$ cat src/rtl/tone_synth_pkg.sv
package tone_synth_pkg;

  localparam longint SAMPLE_HZ = 64'd3579545;

  typedef enum logic [1:0] {
    MODE_FSK    = 2'd0,
    MODE_ANS    = 2'd1,
    MODE_DUAL   = 2'd2,
    MODE_SINGLE = 2'd3
  } synth_mode_e;

  // strobes from control to datapath
  typedef struct packed {
    logic clear;
    logic runA;
    logic runB;
  } strobe_t;

  function automatic longint phaseInc(input longint freqHz, input int accW);
    return ((freqHz << accW) + SAMPLE_HZ / 2) / SAMPLE_HZ;
  endfunction

  function automatic longint lowGroupHz(input logic [3:0] code);
    case (code)
      4'd1, 4'd2, 4'd3, 4'd13: return 64'd697;
      4'd4, 4'd5, 4'd6, 4'd14: return 64'd770;
      4'd7, 4'd8, 4'd9, 4'd15: return 64'd852;
      default:                 return 64'd941;
    endcase
  endfunction

  function automatic longint highGroupHz(input logic [3:0] code);
    case (code)
      4'd1, 4'd4, 4'd7, 4'd11: return 64'd1209;
      4'd2, 4'd5, 4'd8, 4'd10: return 64'd1336;
      4'd3, 4'd6, 4'd9, 4'd12: return 64'd1477;
      default:                 return 64'd1633;
    endcase
  endfunction

endpackage

$ cat src/rtl/tone_synth_ctrl.sv
module tone_synth_ctrl
  import tone_synth_pkg::*;
#(
  parameter int ACC_W = 24
) (
  input  logic             txEn,
  input  logic [1:0]       mode,
  input  logic             modemSel,
  input  logic             chanSel,
  input  logic             txData,
  input  logic [3:0]       toneCode,
  output strobe_t          ctl,
  output logic [ACC_W-1:0] incA,
  output logic [ACC_W-1:0] incB
);

  localparam int CODES = 16;

  localparam logic [ACC_W-1:0] INC_ORIG_MARK  = ACC_W'(phaseInc(64'd980,  ACC_W));
  localparam logic [ACC_W-1:0] INC_ORIG_SPACE = ACC_W'(phaseInc(64'd1180, ACC_W));
  localparam logic [ACC_W-1:0] INC_ANS_MARK   = ACC_W'(phaseInc(64'd1650, ACC_W));
  localparam logic [ACC_W-1:0] INC_ANS_SPACE  = ACC_W'(phaseInc(64'd1850, ACC_W));
  localparam logic [ACC_W-1:0] INC_HS_MARK    = ACC_W'(phaseInc(64'd1300, ACC_W));
  localparam logic [ACC_W-1:0] INC_HS_SPACE   = ACC_W'(phaseInc(64'd2100, ACC_W));
  localparam logic [ACC_W-1:0] INC_ANSWER     = ACC_W'(phaseInc(64'd2100, ACC_W));

  logic [ACC_W-1:0] lowTab  [CODES];
  logic [ACC_W-1:0] highTab [CODES];

  for (genvar g = 0; g < CODES; g++) begin : g_tab
    assign lowTab[g]  = ACC_W'(phaseInc(lowGroupHz(4'(g)), ACC_W));
    assign highTab[g] = ACC_W'(phaseInc(highGroupHz(4'(g)), ACC_W));
  end

  synth_mode_e modeSel;
  logic [ACC_W-1:0] fskInc;
  logic [ACC_W-1:0] singleInc;

  assign modeSel = synth_mode_e'(mode);

  always_comb begin
    if (modemSel)
      fskInc = txData ? INC_HS_MARK : INC_HS_SPACE;
    else if (chanSel)
      fskInc = txData ? INC_ANS_MARK : INC_ANS_SPACE;
    else
      fskInc = txData ? INC_ORIG_MARK : INC_ORIG_SPACE;
  end

  // codes 0..7 pick the low group, 8..15 the high group
  assign singleInc = toneCode[3] ? highTab[toneCode] : lowTab[toneCode];

  always_comb begin
    ctl  = '0;
    incA = '0;
    incB = '0;
    if (!txEn) begin
      ctl.clear = 1'b1;
    end else begin
      ctl.runA = 1'b1;
      case (modeSel)
        MODE_FSK:  incA = fskInc;
        MODE_ANS:  incA = INC_ANSWER;
        MODE_DUAL: begin
          incA     = lowTab[toneCode];
          incB     = highTab[toneCode];
          ctl.runB = 1'b1;
        end
        default:   incA = singleInc;
      endcase
    end
  end

endmodule

$ cat src/rtl/tone_synth_shape.sv
module tone_synth_shape #(
  parameter int PH_W  = 10,
  parameter int AMP_W = 12
) (
  input  logic [PH_W-1:0]         phase,
  output logic signed [AMP_W-1:0] tone
);

  localparam int HALF_W = PH_W - 1;
  localparam int PROD_W = 2 * HALF_W;
  localparam int SHIFT  = PROD_W - AMP_W;

  logic [PROD_W-1:0] xExt;
  logic [PROD_W-1:0] prod;
  logic signed [AMP_W-1:0] mag;

  assign xExt = PROD_W'(phase[HALF_W-1:0]);
  // parabola x*(H-x) peaks at H^2/4 in the middle of each half cycle
  assign prod = xExt * ((PROD_W'(1) << HALF_W) - xExt);
  assign mag  = AMP_W'(prod >> SHIFT);
  assign tone = phase[HALF_W] ? -mag : mag;

endmodule

$ cat src/rtl/tone_synth_dp.sv
module tone_synth_dp
  import tone_synth_pkg::*;
#(
  parameter int ACC_W = 24,
  parameter int PH_W  = 10,
  parameter int AMP_W = 12
) (
  input  logic                  clk,
  input  logic                  rstN,
  input  strobe_t               ctl,
  input  logic [ACC_W-1:0]      incA,
  input  logic [ACC_W-1:0]      incB,
  output logic signed [AMP_W:0] sampleOut
);

  localparam int CHANS = 2;
  localparam int PEAK  = 1 << (AMP_W - 2);

  logic [ACC_W-1:0]        acc  [CHANS];
  logic [ACC_W-1:0]        inc  [CHANS];
  logic                    run  [CHANS];
  logic signed [AMP_W-1:0] tone [CHANS];

  assign inc[0] = incA;
  assign inc[1] = incB;
  assign run[0] = ctl.runA;
  assign run[1] = ctl.runB;

  for (genvar c = 0; c < CHANS; c++) begin : g_chan
    always_ff @(posedge clk or negedge rstN) begin
      if (!rstN)       acc[c] <= '0;
      else if (run[c]) acc[c] <= acc[c] + inc[c];
      else             acc[c] <= '0;
    end

    tone_synth_shape #(.PH_W(PH_W), .AMP_W(AMP_W)) u_shape (
      .phase (acc[c][ACC_W-1 -: PH_W]),
      .tone  (tone[c])
    );
  end

  always_ff @(posedge clk or negedge rstN) begin
    if (!rstN)          sampleOut <= '0;
    else if (ctl.clear) sampleOut <= '0;
    else                sampleOut <= $signed({tone[0][AMP_W-1], tone[0]})
                                   + $signed({tone[1][AMP_W-1], tone[1]});
  end


  clear_zero_chk: assert property (@(posedge clk) disable iff (!rstN)
    ctl.clear |=> (sampleOut == '0));


  acc_clear_chk: assert property (@(posedge clk) disable iff (!rstN)
    ctl.clear |=> (acc[0] == '0 && acc[1] == '0));


  phase_cont_chk: assert property (@(posedge clk) disable iff (!rstN)
    run[0] |=> (acc[0] == ACC_W'($past(acc[0]) + $past(inc[0]))));


  idle_chan_chk: assert property (@(posedge clk) disable iff (!rstN)
    !run[1] |=> (acc[1] == '0));


  amp_bound_chk: assert property (@(posedge clk) disable iff (!rstN)
    (sampleOut <= (AMP_W+1)'(2 * PEAK)) && (sampleOut >= -(AMP_W+1)'(2 * PEAK)));


  inc_nonzero_chk: assert property (@(posedge clk) disable iff (!rstN)
    run[0] |-> (inc[0] != '0));

endmodule

$ cat src/rtl/tone_synth.sv
module tone_synth
  import tone_synth_pkg::*;
#(
  parameter int ACC_W = 24,
  parameter int PH_W  = 10,
  parameter int AMP_W = 12
) (
  input  logic                  clk,
  input  logic                  rstN,
  input  logic                  txEn,
  input  logic [1:0]            mode,
  input  logic                  modemSel,
  input  logic                  chanSel,
  input  logic                  txData,
  input  logic [3:0]            toneCode,
  output logic signed [AMP_W:0] sampleOut
);

  strobe_t          ctl;
  logic [ACC_W-1:0] incA;
  logic [ACC_W-1:0] incB;

  tone_synth_ctrl #(.ACC_W(ACC_W)) u_ctrl (
    .txEn     (txEn),
    .mode     (mode),
    .modemSel (modemSel),
    .chanSel  (chanSel),
    .txData   (txData),
    .toneCode (toneCode),
    .ctl      (ctl),
    .incA     (incA),
    .incB     (incB)
  );

  tone_synth_dp #(.ACC_W(ACC_W), .PH_W(PH_W), .AMP_W(AMP_W)) u_dp (
    .clk       (clk),
    .rstN      (rstN),
    .ctl       (ctl),
    .incA      (incA),
    .incB      (incB),
    .sampleOut (sampleOut)
  );

endmodule

$ cat config.mk
export PLATFORM = sky130hd
export DESIGN_NAME = tone_synth
export DESIGN_NICKNAME = d
export VERILOG_FILES = /design/src/rtl/tone_synth_pkg.sv /design/src/rtl/tone_synth_ctrl.sv /design/src/rtl/tone_synth_shape.sv /design/src/rtl/tone_synth_dp.sv /design/src/rtl/tone_synth.sv
export SDC_FILE = /design/constraint.sdc
export NUM_CORES = 1
export LEC_CHECK = 0
export BUFFER_PORTS_ARGS = -buffer_cell sky130_fd_sc_hd__buf_4
export CAP_MARGIN = 30
export CORE_MARGIN = 2
export CORE_UTILIZATION = 48
export DETAILED_ROUTE_END_ITERATION = 8
export GPL_ROUTABILITY_DRIVEN = 0
export PLACE_DENSITY = 0.7
export SLEW_MARGIN = 20
export SYNTH_ARGS = -nofsm -noshare
export SYNTH_HDL_FRONTEND = slang
export SYNTH_SLANG_ARGS = --single-unit
$ cat constraint.sdc
create_clock -name clk -period 12.8 [get_ports clk]
set_input_delay 3.84 -clock clk [delete_from_list [all_inputs] [get_ports clk]]
set_output_delay 3.84 -clock clk [all_outputs]
set_load 0.05 [all_outputs]
; ---- Word-level counts from Yosys, hierarchy flattened
; Memories as Yosys holds them, arrays and structs flattened.
; Index checks and enable logic that the tools add are counted.
; Widths: inputs -> output; s select.
[op_classes]
n_addsub = 7
multipliers = 2
order_cmp = 1
eq_ne = 2
muxes = 21
bitwise_logic = 1
n_reduce_logical = 1
[op_table]
columns = op, n
row1 = $mux 24, 12
row2 = $pmux 24 s3, 1
row3 = $add 24x24->24, 2
row4 = $mul 9x18->18, 2
row5 = $mux 14, 2
row6 = $mux 12, 2
row7 = $neg 12->12, 2
row8 = $sub 10x9->11 const A, 2
row9 = $add 12x12->13, 1
row10 = $mux 13, 1
row11 = $mux 11, 1
row12 = $ge 5x5->1 const B, 1
row13 = $not 4->5, 1
row14 = $eq 2x1->1 const B, 1
row15 = $eq 2x2->1 const B, 1
row16 = $logic_not 2->1, 1
row17 = $mux 2, 1
row18 = $mux 1, 1
[word_totals]
regBits = 61
romBits = 768
in_bits = 12
output_inout_bits = 13
elab_cells = 40
n_memories = 2
[memory_table]
columns = name, words, width, rd, rd_ports_with_merged_regs, write_ports, line
row1 = (name not given), 16, 24, 1, 0, 0, tone_synth_ctrl.sv:51  ; assign singleInc = toneCode[3] ? highTab[toneCode] : lowTab[toneCode];
row2 = (name not given), 16, 24, 1, 0, 0, tone_synth_ctrl.sv:51

; ---- Depth between registers and ports, before layout
[logic_depth]
word_depth = 9
ltp_mapped = 32
mapped_depth_nobuf = 31

; ---- Modules after synthesis
; From an unflattened synthesis, not the netlist that was laid out.
[unflattened]
hier_cells = 1431
hier_area_um2 = 12385.6
[by_module_without_submodules]
columns = module, instances, cells_per_inst, area_each_um2, seq_area_each_um2
row1 = tone_synth_dp, 1, 497, 4594.4, 1526.5
row2 = tone_synth_shape (u_dp.g_chan[0].u_shape), 1, 386, 3268.1, 0.0
row3 = tone_synth_shape (u_dp.g_chan[1].u_shape), 1, 366, 3223.1, 0.0
row4 = tone_synth_ctrl, 1, 182, 1300.0, 0.0

; ---- Worst setup path after synthesis
; Ideal clock, no wire load.
[synth_path]
kind = input to register
startpoint = in toneCode[2]
endpoint = reg u_dp.acc[40] (netlist bit)
setup_ns = 0.119
arrival_time_ns = 7.076
path_slack_ns = 5.605
cell_stages = 17
n_path_buf = 2
path_cell_list = clkbuf_1 clkbuf_1 nand2_1 o21ai_0 a21boi_0 o21ai_0 nor2_1 ha_1 fa_1 a21o_1 a21o_1 a211oi_1 o21ai_0 nand4_1 a21boi_0 xor2_1 and2_1
[synth_via]
elab_chain_len = 9
word_cells_on_any_way = 12
classes_between = 1 x add/sub / 8 x mux / 1 x bitwise / 2 x memory
[synth_rtl]
columns = item, line
row1 = "start, declared", tone_synth.sv:15  ; input logic [3:0] toneCode,
row2 = $not 4->5 (not written as such) (*), "tone_synth_ctrl.sv:51, tone_synth_ctrl.sv:65"
row3 = $mem_v2 16x24, n/a
row4 = $mux 24 (not written as such) (2 in series), tone_synth_ctrl.sv:51
row5 = $mux 24, tone_synth_ctrl.sv:51
row6 = $pmux 24 s3 (*), tone_synth_ctrl.sv:61  ; case (modeSel)
row7 = $mux 24 (*), tone_synth_ctrl.sv:57  ; if (!txEn) begin
row8 = $add 24x24->24 (*), tone_synth_dp.sv:32  ; else if (run[c]) acc[c] <= acc[c] + inc[c];
row9 = $mux 24 (*), tone_synth_dp.sv:32
row10 = "end signal, assigned by index", tone_synth_dp.sv:32
row11 = "end, declared", tone_synth_dp.sv:19  ; logic [ACC_W-1:0] acc [CHANS];
; Every way passes the cells marked *; elsewhere a longest branch is shown, timed or not. The select of a mux whose other input is x is not followed.

; ---- Worst setup path after layout
[layout_path]
startpoint = reg u_dp.acc[38] (netlist bit)
endpoint = reg u_dp.sampleOut[12]
[layout_via]
elab_chain_len = 6
[layout_rtl]
columns = item, line
row1 = $sub 10x9->11, tone_synth_shape.sv:19  ; assign prod = xExt * ((PROD_W'(1) << HALF_W) - xExt);
row2 = $mul 9x18->18 (*), tone_synth_shape.sv:19
row3 = $neg 12->12, tone_synth_shape.sv:21  ; assign tone = phase[HALF_W] ? -mag : mag;
row4 = $mux 12 (*), tone_synth_shape.sv:21
row5 = $add 12x12->13 (*), tone_synth_dp.sv:46  ; + $signed({tone[1][AMP_W-1], tone[1]});
row6 = $mux 13 (*), tone_synth_dp.sv:44  ; else if (ctl.clear) sampleOut <= '0;
row7 = "end signal, assigned", tone_synth_dp.sv:45  ; else sampleOut <= $signed({tone[0][AMP_W-1], tone[0]})
row8 = "end, declared", tone_synth_dp.sv:13  ; output logic signed [AMP_W:0] sampleOut
; Every way passes the cells marked *; elsewhere a longest branch is shown, timed or not.

==> flow_summary.json <==
{
  "setup_viol": 0,
  "cp_num_buf_inv": 4,
  "dieHeight_um": 158,
  "ant_nets": 0,
  "slew_violations": 0,
  "leakage_uw": 0.00602,
  "dpl_cell_area_um2": 11800,
  "hold_buffers": 0,
  "clk_pin_slew_worst_paths_ps": 60,
  "fmax_mhz": 126,
  "cpMaxStageDelayCell": "dfrtp_1",
  "met2_length_um": 11100,
  "synth_area_leaders": "fa_1 20%, ha_1 15%, dfrtp_1 13%",
  "multiInputGateArea_um2": 9030,
  "grt-ovfl-total": 0,
  "io-pin-count": 25,
  "clkSinkCount": 61,
  "wire_per_inst_um": 14.5,
  "fill_cells": 2167,
  "async_flop_share": 1.00,
  "syn_area_um2": 11300,
  "drt-pass1-iter-count": 5,
  "cts-htree-levels": 3,
  "root_buffer": "clkbuf_16",
  "hpwl_um": 18500,
  "period_share": 0.621,
  "die_w_um": 158,
  "max_stage_delay_ps": 800,
  "rows": 56,
  "via_per_inst": 5.40,
  "rrSetupSlack_ps": 4860,
  "synth_top_flop_cell": "dfrtp_1",
  "port_buffers": 24,
  "antenna_found_initial": 0,
  "drt_iter0_markers": 506,
  "ys_seq_elements": 61,
  "regArea_um2": 1530,
  "cts_tree": "done",
  "ys_seq_area_frac": 0.135,
  "cts_resized": 0,
  "finClkSkew_ps": 17.9,
  "ys_types": 84,
  "rsz0062_at_grt": "false",
  "synth_area_leader_cell": "fa_1",
  "wl_um": 23700,
  "dieArea_um2": 24900,
  "cp_max_fo": 22,
  "drc": 0,
  "final_area_um2": 12100,
  "worstMarginPinSlew_ps": 819,
  "setup-tns-final_ps": 0,
  "syn_to_final_growth_pct": 6.63,
  "hold_viol": 0,
  "core_area_um2": 23300,
  "grt_pass1_vias": 8910,
  "clk_path_buf_depth": 2,
  "status": "complete, no violations",
  "fin_nets": 1576,
  "path_common_cell": "fa_1",
  "netlist.area_leader.share": 0.200,
  "grt_use_total": 0.205,
  "powerDensity_nw_per_um2": 54.0,
  "yosys_warnings": 0,
  "grt_max_degree": 62,
  "drive_gt1_frac": 0.0464,
  "numCtsBuffers": 9,
  "startpoint_type": "register",
  "diodes": 0,
  "vias": 8825,
  "relSlewSlack": 0.454,
  "cp_top_family": "adder cells",
  "critPathKind": "reg -> reg",
  "ir_worst_vdd_v": 0.0000734,
  "syn_avg_cell_area_um2": 8.63,
  "clk_latency_ps": 350,
  "min_path_type": "reg -> reg",
  "drv_cap": 0,
  "m1WireLength_um": 11300,
  "crit_path_end_kind": "register",
  "synthCells": 1313,
  "cp.required_ps": 13040,
  "grt_pass1_wl_um": 41900,
  "start_util": 0.486,
  "worstPathArrival_ps": 8180,
  "post_cts_buffers": 0,
  "period_needed_ps": 7940,
  "synth-edff-count": 0,
  "route.top_layer_used": "met4",
  "met3_length_um": 847
}
==> layer usage <==
metal	vias to the layer above	global-route usage
li1	4389	-
met1	4248	0.286
met2	161	0.339
met3	27	0.0263
met4	0	0.0498
met5	-	0
==> registers in the layout, summed over array words and instances (netlist names) <==
name,flops
u_dp.acc,48
u_dp.sampleOut,13
==> layout by cell type (no fill, tap or decap), types with 6 or more instances in the layout <==
cell,n
a21o_1,24
and2_1,55
nand3_1,14
o21a_1,9
conb_1,16
xnor2_1,55
nor2b_1,70
a211oi_1,14
o21bai_1,8
o2111ai_1,8
fa_1,113
nand4_1,9
dfrtp_1,61
xor2_1,22
nor3b_1,11
and3_1,19
nand2_1,65
o21ai_0,46
nor4_1,6
o211ai_1,7
ha_1,140
a21oi_1,59
nand2b_1,67
inv_1,166
a31oi_1,8
nor3_1,26
nor2_1,69
clkbuf_16,9
or3_1,10
mux2i_1,8
buf_4,24
==> through the flow <==
stage	util	worst slack [ps]	cells	total power [µW]	hold slack, ps
6_report	0.518	4860	1635	653	595
5_1_grt	0.518	4270	1635	693	625
4_1_cts	0.518	4900	1635	660	598
3_5_place_dp	0.505	4920	1619	404	581
3_3_place_gp	0.504	4980	1618	400	567
2_1_floorplan	-	5600	1327	358	558
==> final cells by class <==
type	instances	share of cell area
Clock buffer	10	0.0198
Clock inverter	6	0.00580
Inverter	167	0.0519
Multi-Input combinational cell	1047	0.747
Sequential cell	61	0.126
Tap cell	319	0.0330
Timing Repair Buffer	25	0.0161
==> cells in the mapped netlist, drive strengths merged, types with 4 or more instances <==
library cell	n
inv	166
ha	140
fa	113
nor2	70
nor2b	70
nand2	67
nand2b	67
dfrtp	61
a21oi	59
and2	55
xnor2	55
o21ai	50
clkbuf	47
nor3	27
a21o	24
xor2	22
and3	19
a211oi	15
nand3	15
nor3b	11
or3	11
nand4	9
o21a	9
a31oi	8
mux2i	8
o2111ai	8
o211ai	8
o21bai	8
nor4	6
or2	6
buf	5
o31ai	5
a21boi	4
and3b	4
==> logic make-up after synthesis <==
family | share of synthesized area
compound gates | 0.145
flops | 0.135
buf+inv | 0.0733
other cells | 0.000662
fa+ha+maj | 0.354
xor+xnor | 0.0615
simple gates | 0.220
mux | 0.0100
==> worst reg2reg max path, delay by kind of cell, from the launching register on <==
kind / cells / cell delay, ps
adders and majority gates: 9 / 3600
AOI/OAI and AO/OA: 9 / 1830
and+or+nand+nor: 8 / 1090
DFF: 1 / 800
buffers and inverters: 4 / 510
==> path summary, 6_finish.rpt <==
path,end,depth (start not counted),startpoint
max,u_dp.sampleOut[12],30,u_dp.acc[38]
min,u_dp.acc[24],2,u_dp.acc[24]
max in group asynchronous,u_dp.sampleOut[9],1,rstN
min in group asynchronous,u_dp.acc[26],1,rstN
max reg2reg,u_dp.sampleOut[12],30,u_dp.acc[38]
min reg2reg,u_dp.acc[24],2,u_dp.acc[24]
==> report_power, final <==
part / switching (µW) / internal, µW
Sequential: 6.31 / 206
Combinational: 112 / 77.0
Clock: 94.9 / 157
Total: 213 / 440
Note: power is estimated with default switching activity, not from simulation.
